===== config.mk =====
export PLATFORM = sky130hd
export DESIGN_NAME = nmac_pe
export DESIGN_NICKNAME = d
export VERILOG_FILES = /design/src/rtl/nmac_pkg.sv /design/src/rtl/nmac_dec.sv /design/src/rtl/nmac_wmem.sv /design/src/rtl/nmac_mac.sv /design/src/rtl/nmac_fwd.sv /design/src/rtl/nmac_pe.sv
export SDC_FILE = /design/constraint.sdc
export NUM_CORES = 1
export LEC_CHECK = 0
export ABC_CLOCK_PERIOD_IN_PS = 8850
export BUFFER_PORTS_ARGS = -buffer_cell sky130_fd_sc_hd__buf_2
export CAP_MARGIN = 25
export CORE_ASPECT_RATIO = 2
export CORE_MARGIN = 8
export CORE_UTILIZATION = 63
export DETAILED_ROUTE_END_ITERATION = 6
export HOLD_SLACK_MARGIN = 0.12
export PLACE_DENSITY = 0.83
export SETUP_SLACK_MARGIN = 0.4
export SLEW_MARGIN = 20
export SYNTH_ARGS = -nofsm -noshare
export SYNTH_HDL_FRONTEND = slang
export SYNTH_SLANG_ARGS = --single-unit

===== constraint.sdc =====
create_clock -name clk -period 8.85 [get_ports clk]
set_input_delay 1.77 -clock clk [delete_from_list [all_inputs] [get_ports clk]]
set_output_delay 1.77 -clock clk [all_outputs]
set_load 0.03 [all_outputs]

===== src/rtl/nmac_pkg.sv =====
package nmac_pkg;
  typedef enum logic [1:0] {
    CMD_HOLD = 2'b00,
    CMD_CLR  = 2'b01,
    CMD_FOLD = 2'b10,
    CMD_WLD  = 2'b11
  } nmac_cmd_e;
endpackage


===== src/rtl/nmac_dec.sv =====
module nmac_dec
  import nmac_pkg::*;
(
  input  logic [1:0] cmd,
  input  logic       vld,
  output logic       clr,
  output logic       fold,
  output logic       wld,
  output logic       adv
);
  nmac_cmd_e c;
  always_comb begin
    c    = nmac_cmd_e'(cmd);
    clr  = (c == CMD_CLR);
    fold = (c == CMD_FOLD) && vld;
    wld  = (c == CMD_WLD);
    adv  = fold || wld;
  end
endmodule


===== src/rtl/nmac_wmem.sv =====
module nmac_wmem #(
  parameter int unsigned DEPTH    = 32,
  parameter int unsigned WEIGHT_W = 16,
  localparam int unsigned AW      = (DEPTH > 1) ? $clog2(DEPTH) : 1
) (
  input  logic                       clk,
  input  logic                       rst_n,
  input  logic                       clr,
  input  logic                       adv,
  input  logic                       wr_en,
  input  logic signed [WEIGHT_W-1:0] wr_data,
  output logic signed [WEIGHT_W-1:0] rd_data,
  output logic [AW-1:0]              addr
);
  localparam logic [AW-1:0] LAST = AW'(DEPTH - 1);

  logic signed [WEIGHT_W-1:0] mem [DEPTH];
  logic [AW-1:0] addr_nx;
  logic          at_last;

  always_comb begin
    at_last = (addr == LAST);
    addr_nx = addr;
    if (clr)      addr_nx = '0;
    else if (adv) addr_nx = at_last ? '0 : addr + AW'(1);
  end

  always_ff @(posedge clk or negedge rst_n) begin
    if (!rst_n) addr <= '0;
    else        addr <= addr_nx;
  end

  always_ff @(posedge clk) begin
    if (wr_en) mem[addr] <= wr_data;
  end

  assign rd_data = mem[addr];

  p_addr_clr_r2: assert property (@(posedge clk) disable iff (!rst_n)
    clr |=> addr == '0);
  p_addr_wrap_r4: assert property (@(posedge clk) disable iff (!rst_n)
    (adv && !clr && at_last) |=> addr == '0);
  p_addr_step_r4: assert property (@(posedge clk) disable iff (!rst_n)
    (adv && !clr && !at_last) |=> addr == $past(addr) + AW'(1));
  p_addr_hold_r5: assert property (@(posedge clk) disable iff (!rst_n)
    (!adv && !clr) |=> $stable(addr));
  p_wr_lands_r7: assert property (@(posedge clk) disable iff (!rst_n)
    wr_en |=> mem[$past(addr)] == $past(wr_data));
endmodule


===== src/rtl/nmac_mac.sv =====
module nmac_mac #(
  parameter int unsigned STATE_W  = 8,
  parameter int unsigned WEIGHT_W = 16,
  parameter int unsigned ACC_W    = 29,
  localparam int unsigned PROD_W  = STATE_W + WEIGHT_W,
  localparam int unsigned SAFE_N  = (1 << (ACC_W - PROD_W + 1)) - 1
) (
  input  logic                       clk,
  input  logic                       rst_n,
  input  logic                       clr,
  input  logic                       fold,
  input  logic signed [STATE_W-1:0]  state,
  input  logic signed [WEIGHT_W-1:0] weight,
  output logic signed [ACC_W-1:0]    acc
);
  function automatic logic signed [ACC_W-1:0] prod_ext(
    input logic signed [STATE_W-1:0]  s,
    input logic signed [WEIGHT_W-1:0] w);
    logic signed [PROD_W-1:0] p;
    p = s * w;
    return ACC_W'(p);
  endfunction

  logic signed [ACC_W-1:0] prod;
  logic signed [ACC_W:0]   sum_w;
  logic                    ovf_evt;

  always_comb begin
    prod    = prod_ext(state, weight);
    sum_w   = {acc[ACC_W-1], acc} + {prod[ACC_W-1], prod};
    ovf_evt = fold && (sum_w[ACC_W] ^ sum_w[ACC_W-1]);
  end

  always_ff @(posedge clk or negedge rst_n) begin
    if (!rst_n)    acc <= '0;
    else if (clr)  acc <= '0;
    else if (fold) acc <= sum_w[ACC_W-1:0];
  end

  logic [7:0] folds_since_clr;
  always_ff @(posedge clk or negedge rst_n) begin
    if (!rst_n)                                folds_since_clr <= '0;
    else if (clr)                              folds_since_clr <= '0;
    else if (fold && folds_since_clr != 8'hFF) folds_since_clr <= folds_since_clr + 8'd1;
  end

  p_acc_clr_r2: assert property (@(posedge clk) disable iff (!rst_n)
    clr |=> acc == '0);
  p_acc_idle_r8: assert property (@(posedge clk) disable iff (!rst_n)
    (!clr && !fold) |=> $stable(acc));
  p_no_overflow_r3: assert property (@(posedge clk) disable iff (!rst_n)
    (fold && 32'(folds_since_clr) < SAFE_N) |-> !ovf_evt);
endmodule


===== src/rtl/nmac_fwd.sv =====
module nmac_fwd #(
  parameter int unsigned STATE_W = 8
) (
  input  logic               clk,
  input  logic               rst_n,
  input  logic [STATE_W-1:0] d,
  input  logic               d_vld,
  output logic [STATE_W-1:0] q,
  output logic               q_vld
);
  always_ff @(posedge clk or negedge rst_n) begin
    if (!rst_n) begin
      q     <= '0;
      q_vld <= 1'b0;
    end else begin
      q     <= d;
      q_vld <= d_vld;
    end
  end
endmodule


===== src/rtl/nmac_pe.sv =====
module nmac_pe
  import nmac_pkg::*;
#(
  parameter int unsigned STATE_W  = 8,
  parameter int unsigned WEIGHT_W = 16,
  parameter int unsigned ACC_W    = 29,
  parameter int unsigned DEPTH    = 32,
  localparam int unsigned AW      = (DEPTH > 1) ? $clog2(DEPTH) : 1
) (
  input  logic                       clk,
  input  logic                       rst_n,
  input  logic [1:0]                 cmd_i,
  input  logic signed [STATE_W-1:0]  state_i,
  input  logic                       state_vld_i,
  input  logic signed [WEIGHT_W-1:0] wload_i,
  output logic signed [STATE_W-1:0]  data_o,
  output logic                       data_vld_o,
  output logic signed [ACC_W-1:0]    acc_o
);
  logic clr_w, fold_w, wld_w, adv_w;
  logic signed [WEIGHT_W-1:0] weight_w;
  logic [AW-1:0] addr_w;

  nmac_dec u_dec (
    .cmd  (cmd_i),
    .vld  (state_vld_i),
    .clr  (clr_w),
    .fold (fold_w),
    .wld  (wld_w),
    .adv  (adv_w)
  );

  nmac_wmem #(.DEPTH(DEPTH), .WEIGHT_W(WEIGHT_W)) u_wmem (
    .clk     (clk),
    .rst_n   (rst_n),
    .clr     (clr_w),
    .adv     (adv_w),
    .wr_en   (wld_w),
    .wr_data (wload_i),
    .rd_data (weight_w),
    .addr    (addr_w)
  );

  nmac_mac #(.STATE_W(STATE_W), .WEIGHT_W(WEIGHT_W), .ACC_W(ACC_W)) u_mac (
    .clk    (clk),
    .rst_n  (rst_n),
    .clr    (clr_w),
    .fold   (fold_w),
    .state  (state_i),
    .weight (weight_w),
    .acc    (acc_o)
  );

  logic [STATE_W-1:0] fwd_q;
  nmac_fwd #(.STATE_W(STATE_W)) u_fwd (
    .clk   (clk),
    .rst_n (rst_n),
    .d     (state_i),
    .d_vld (state_vld_i),
    .q     (fwd_q),
    .q_vld (data_vld_o)
  );
  assign data_o = fwd_q;

  p_hold_r5: assert property (@(posedge clk) disable iff (!rst_n)
    (cmd_i == CMD_HOLD) |=> $stable(acc_o));
  p_wld_acc_r7: assert property (@(posedge clk) disable iff (!rst_n)
    (cmd_i == CMD_WLD) |=> $stable(acc_o));
  p_fwd_vld_r6: assert property (@(posedge clk) disable iff (!rst_n)
    1'b1 |=> (data_vld_o == $past(state_vld_i)) && (data_o == $past(state_i)));
endmodule


### After elaboration in Yosys (flattened, before gate mapping)

Memories as Yosys holds them, arrays and structs flattened.
Cells that the tools add are included.

| word-level totals | value |
|---|---|
| register bits after elaboration | 43 |
| bits of input ports | 29 |
| output and inout port bits | 38 |
| memory bits (writable) | 512 |
| word-level logic and storage cells | 23 |
| memories | 1 |

Memories:

| memory | words | width | read ports | clocked after Yosys merged registers in | wr ports | RTL line | RTL |
|---|---|---|---|---|---|---|---|
| u_wmem.mem | 32 | 16 | 1 | 0 | 1 | nmac_wmem.sv:17 | `logic signed [WEIGHT_W-1:0] mem [DEPTH];` |

| operators by class | value |
|---|---|
| $mul | 1 |
| multiplexer cells | 7 |
| add/sub/neg operators | 2 |
| eq/ne operators | 4 |
| reductions and logical operators | 4 |

Operator list:

| cell | count |
|---|---|
| $mux 29 | 2 |
| $add 29x24->29 | 1 |
| $mul 8x16->24 | 1 |
| $mux 5 | 3 |
| $add 5x1->5 const B | 1 |
| $eq 5x5->1 const B | 1 |
| $eq 2x2->1 const B | 2 |
| $reduce_bool 2->1 | 2 |
| $eq 2x1->1 const B | 1 |
| $mux 1 | 2 |
| $logic_and 1x1->1 | 1 |
| $logic_or 1x1->1 | 1 |

### Depth between registers and ports, before layout

| logic depth | value |
|---|---|
| depth in word-level cells | 5 |
| depth in mapped cells | 25 |
| depth with buffers taken out | 22 |

### Hierarchy

From an unflattened synthesis, not the netlist that was laid out.

| unflattened totals | value |
|---|---|
| cell total of the unflattened synthesis | 1821 |
| area, all modules | 27357.5 µm² |

Modules (own cells, without submodules):

| module | times used | area an instance (µm²) | cells an instance | seq. area each (µm²) |
|---|---|---|---|---|
| nmac_wmem | 1 | 20084.3 | 1098 | 15499.9 |
| nmac_mac | 1 | 7014.2 | 710 | 725.7 |
| nmac_fwd | 1 | 225.2 | 9 | 225.2 |
| nmac_dec | 1 | 33.8 | 4 | 0.0 |

### Worst setup path after synthesis

OpenSTA, ideal clock, no wires.

| timing | value |
|---|---|
| path kind | input port to flip-flop |
| start | input port state_i[7] |
| end | register u_mac.acc[26] |
| library setup time | 0.124 ns |
| stages | 16 |
| path buffers | 1 |
| required time | 8.726 ns |
| arrival time | 6.526 ns |
| slack | 2.200 ns |
| cells stage by stage | clkinv_1 clkbuf_1 fa_1 inv_1 fa_1 fa_1 fa_1 fa_1 ha_1 and3_2 a221o_2 a31oi_4 o31a_4 o211ai_4 a31o_1 a211o_1 |

| on the way | value |
|---|---|
| longest elaborated chain between the ends | 4 |

Ends and longest elaborated chain:

| item | RTL line | RTL |
|---|---|---|
| from (decl) | nmac_pe.sv:13 | `input logic signed [STATE_W-1:0] state_i,` |
| $mul 8x16->24 | nmac_mac.sv:20 | `p = s * w;` |
| $add 29x24->29 | nmac_mac.sv:30 | `sum_w = {acc[ACC_W-1], acc} + {prod[ACC_W-1], prod};` |
| $mux 29 | nmac_mac.sv:37 | `else if (fold) acc <= sum_w[ACC_W-1:0];` |
| $mux 29 | nmac_mac.sv:36 | `else if (clr) acc <= '0;` |
| to (signal assigned) | nmac_mac.sv:37 |  |
| to (decl) | nmac_mac.sv:14 | `output logic signed [ACC_W-1:0] acc` |

Every way passes these cells. The select of a mux whose other input is x is not followed.
A chain may end at the register's enable or synchronous reset.

### Final worst setup path

| timing | value |
|---|---|
| start | register u_wmem.addr[0] |
| end | register u_mac.acc[25] |

| on the way | value |
|---|---|
| longest elaborated chain between the ends | 5 |

Ends and longest elaborated chain:

| item | RTL line | RTL |
|---|---|---|
| from (decl) | nmac_wmem.sv:13 | `output logic [AW-1:0] addr` |
| from (signal assigned) | nmac_wmem.sv:30 | `else addr <= addr_nx;` |
| $mem_v2 32x16 | n/a |  |
| $mul 8x16->24 | nmac_mac.sv:20 |  |
| $add 29x24->29 | nmac_mac.sv:30 |  |
| $mux 29 | nmac_mac.sv:37 |  |
| $mux 29 | nmac_mac.sv:36 |  |

Every way passes these cells. The select of a mux whose other input is x is not followed.

==> flow_summary.toml <==
[run_status]
status = "complete, no violations"

[global_routing]
grt_max_degree = 62
grt_overflow_total = 0
grt.total_usage = 0.276
first_global_vias = 16150
grt_pass1_wl_mm = 101
antenna_found_initial = 1

[worst_setup_path]
cp_cell_sequence = "buf_4, mux4_2, a22oi_1, nand4_1, and2_1, fa_1, inv_1, fa_1, inv_1, fa_1, fa_1, ha_1, ha_1, and3_1, and3_1, nand3_1, a21oi_1, o21ai_0, a211o_1, nand3_1"
critPathCaptureType = "flop"
cp_max_fo = 47
crit_path_frequent_cell = "fa_1"
crit_path_start = "u_wmem.addr[0]"
arrival_ns = 8.46
crit_path_start_kind = "flop"
required_ns = 9.36
r2r-start = "u_wmem.addr[0]"
slowest_stage = "dfrtp_4"
cpPeakStageDelay_ns = 1.06
crit_type = "flop to flop"

[synth]
yosysTopAreaCell = "edfxtp_1"
ys_warn_count = 0
yosys_register_bits = 555
synth.net_count = 1811
synthFlopType = "edfxtp_1"
synth_compound_area_frac = 0.0423
syn_area_um2 = 26700
synth_xor_area_frac = 0.00787
synth_area_per_cell_um2 = 17.1
synthTopCellsByArea = "edfxtp_1 (58%), fa_1 (11%), mux4_2 (11%), dfrtp_1 (4.0%), ha_1 (3.2%)"
synth_fa_ha_area_frac = 0.143
synth-simple-area-share = 0.0526
async_flop_share = 0.0775
yosysTopAreaCellShare = 0.576
synth-edff-count = 512
ys_types = 54
syn_inst = 1565
synth_top_family_by_area = "adder cells"
seq_area_frac_synth = 0.616
muxShareOfSynthArea = 0.109

[run]
max_cap_violations = 0

[routing]
wl_per_cell_um = 30.0
ant_nets = 0
vias = 15118
drtPass1Iterations = 6
wirelength_mm = 67.4
drcViolationCount = 0
drt-initial-drc-count = 1855
via_per_inst = 6.73

[layout]
num-nets-final = 1911
n_fill_cell = 2509
post-route-util = 0.697
layout_common_cells = "edfxtp_1 (512), fa_1 (148), mux4_2 (128)"
syn_to_final_growth_pct = 10.1
drive_gt1_frac = 0.196
final_common_cell = "edfxtp_1"
fin_cells = 2248
diodes = 0

[die]
die-height_um = 307
initial_core_util = 0.633
num_rows = 107
io_pins = 67
die_area_um2 = 49600
fp.dieW_um = 162
core_area_um2 = 42200

[cts]
numCtsBuffers = 48
clk_path_buf_depth = 3
ctsHoldBuffers = 0
clock_latency_ns = 0.59
cts_root_buf = "clkbuf_16"
clock_sinks = 555
htree_levels = 2
post_cts_buffers = 0
cts_resized = 0
clk_pin_slew_ns = 0.07
tritoncts = "done"

[placement]
gp_congestion = 0.940
dp_cells = 2159
hpwl_mm = 42.4
place_ws_ns = 1.02
port_buffers = 66

[timing]
clock_skew_ns = 0.0245
period_share = 0.898
max_freq_ghz = 0.126
rsz0062_at_grt = "false"
timing.final.ws_setup_ns = 0.899
fin_crit_ns = 7.95
slew_headroom = 0.254
timing.final.max_slew_violations = 0
final_hold_viol_count = 0
setup_violations = 0
tightest_slew_ns = 1.12
tns_ns = 0

[hold_path]
worstHoldStart = "u_mac.acc[10]"
hold_path.class = "flop to flop"
## path summary, 6_finish.rpt
kind / slack, ns / cells past startpoint / to
worst max-delay path: 0.90 / 20 / u_mac.acc[25]
worst min-delay path: 0.52 / 2 / u_mac.acc[10]
worst max register to register: 0.90 / 20 / u_mac.acc[25]
worst min register to register: 0.52 / 2 / u_mac.acc[10]
max in group asynchronous: 7.21 / 1 / u_wmem.addr[1]
min in group asynchronous: 1.19 / 1 / u_fwd.q[5]
## synth_stat cells, types with 3 or more instances
cell      number
nor2_1        67
buf_6          3
edfxtp_1     512
buf_1          3
ha_1          69
nand2_1       85
buf_4          4
dfrtp_1       43
and3_1         6
nand3b_1       3
buf_2         14
nand4_1       20
o31ai_1        3
a22o_1         6
or2_2          4
inv_1        126
and2_1        77
xnor2_1       13
a311oi_1       3
fa_1         148
a21o_1         8
a211oi_1       3
o21ai_0       29
nand3_1       13
a21oi_1       20
mux4_2       128
xor2_1        11
a22oi_1       64
a211o_1        4
nor2b_1        4
clkbuf_1      42
## routing by layer
layer,wire (µm),global-route usage,share of wire
met4,3460,0.134,0.051
met2,35200,0.479,0.52
met3,6460,0.0466,0.096
met1,22200,0.332,0.33
met5,0,0,0
## critical path, delay by kind of cell (launching register included)
kind | cells | cell delay, ns
DFF | 1 | 1.06
AOI/OAI and AO/OA | 4 | 1.12
buffers and inverters | 3 | 0.57
adders and majority gates | 6 | 2.81
and+or+nand+nor | 6 | 1.72
muxes | 1 | 0.56
## final cells by class
class,count,area (µm²),area share
Clock inverter,37,353,0.0120
Sequential cell,555,16500,0.560
Inverter,127,477,0.0162
Timing Repair Buffer,116,737,0.0251
Multi-Input combinational cell,817,9490,0.323
Tap cell,545,682,0.0232
Clock buffer,51,1210,0.0412
## sequential cells by signal, indices dropped and copies added, names as in the netlist
name / flops
u_fwd.q: 8
u_wmem.addr: 5
u_wmem.mem: 512
u_mac.acc: 29
u_fwd.q_vld: 1
## stage by stage
| stage | cell area (µm²) | hold WS [ns] |
|---|---|---|
| after floorplan | 26700 | 0.674 |
| after global placement | 27800 | 0.498 |
| after detailed placement | 27800 | 0.501 |
| after CTS | 29400 | 0.517 |
| after global routing | 29400 | 0.543 |
| final | 29400 | 0.521 |
## logic make-up (layout without fill, tap and decap cells)
group | Yosys count | count (layout)
buf+inv | 193 | 331
simple gates | 287 | 287
mux | 131 | 131
xor+xnor | 24 | 24
fa+ha+maj | 217 | 217
compound gates | 158 | 158
flops | 555 | 555
Power is left out: the tool's default activity adds up to more than one toggle a clock period on the data nets, which glitch-free logic cannot reach.
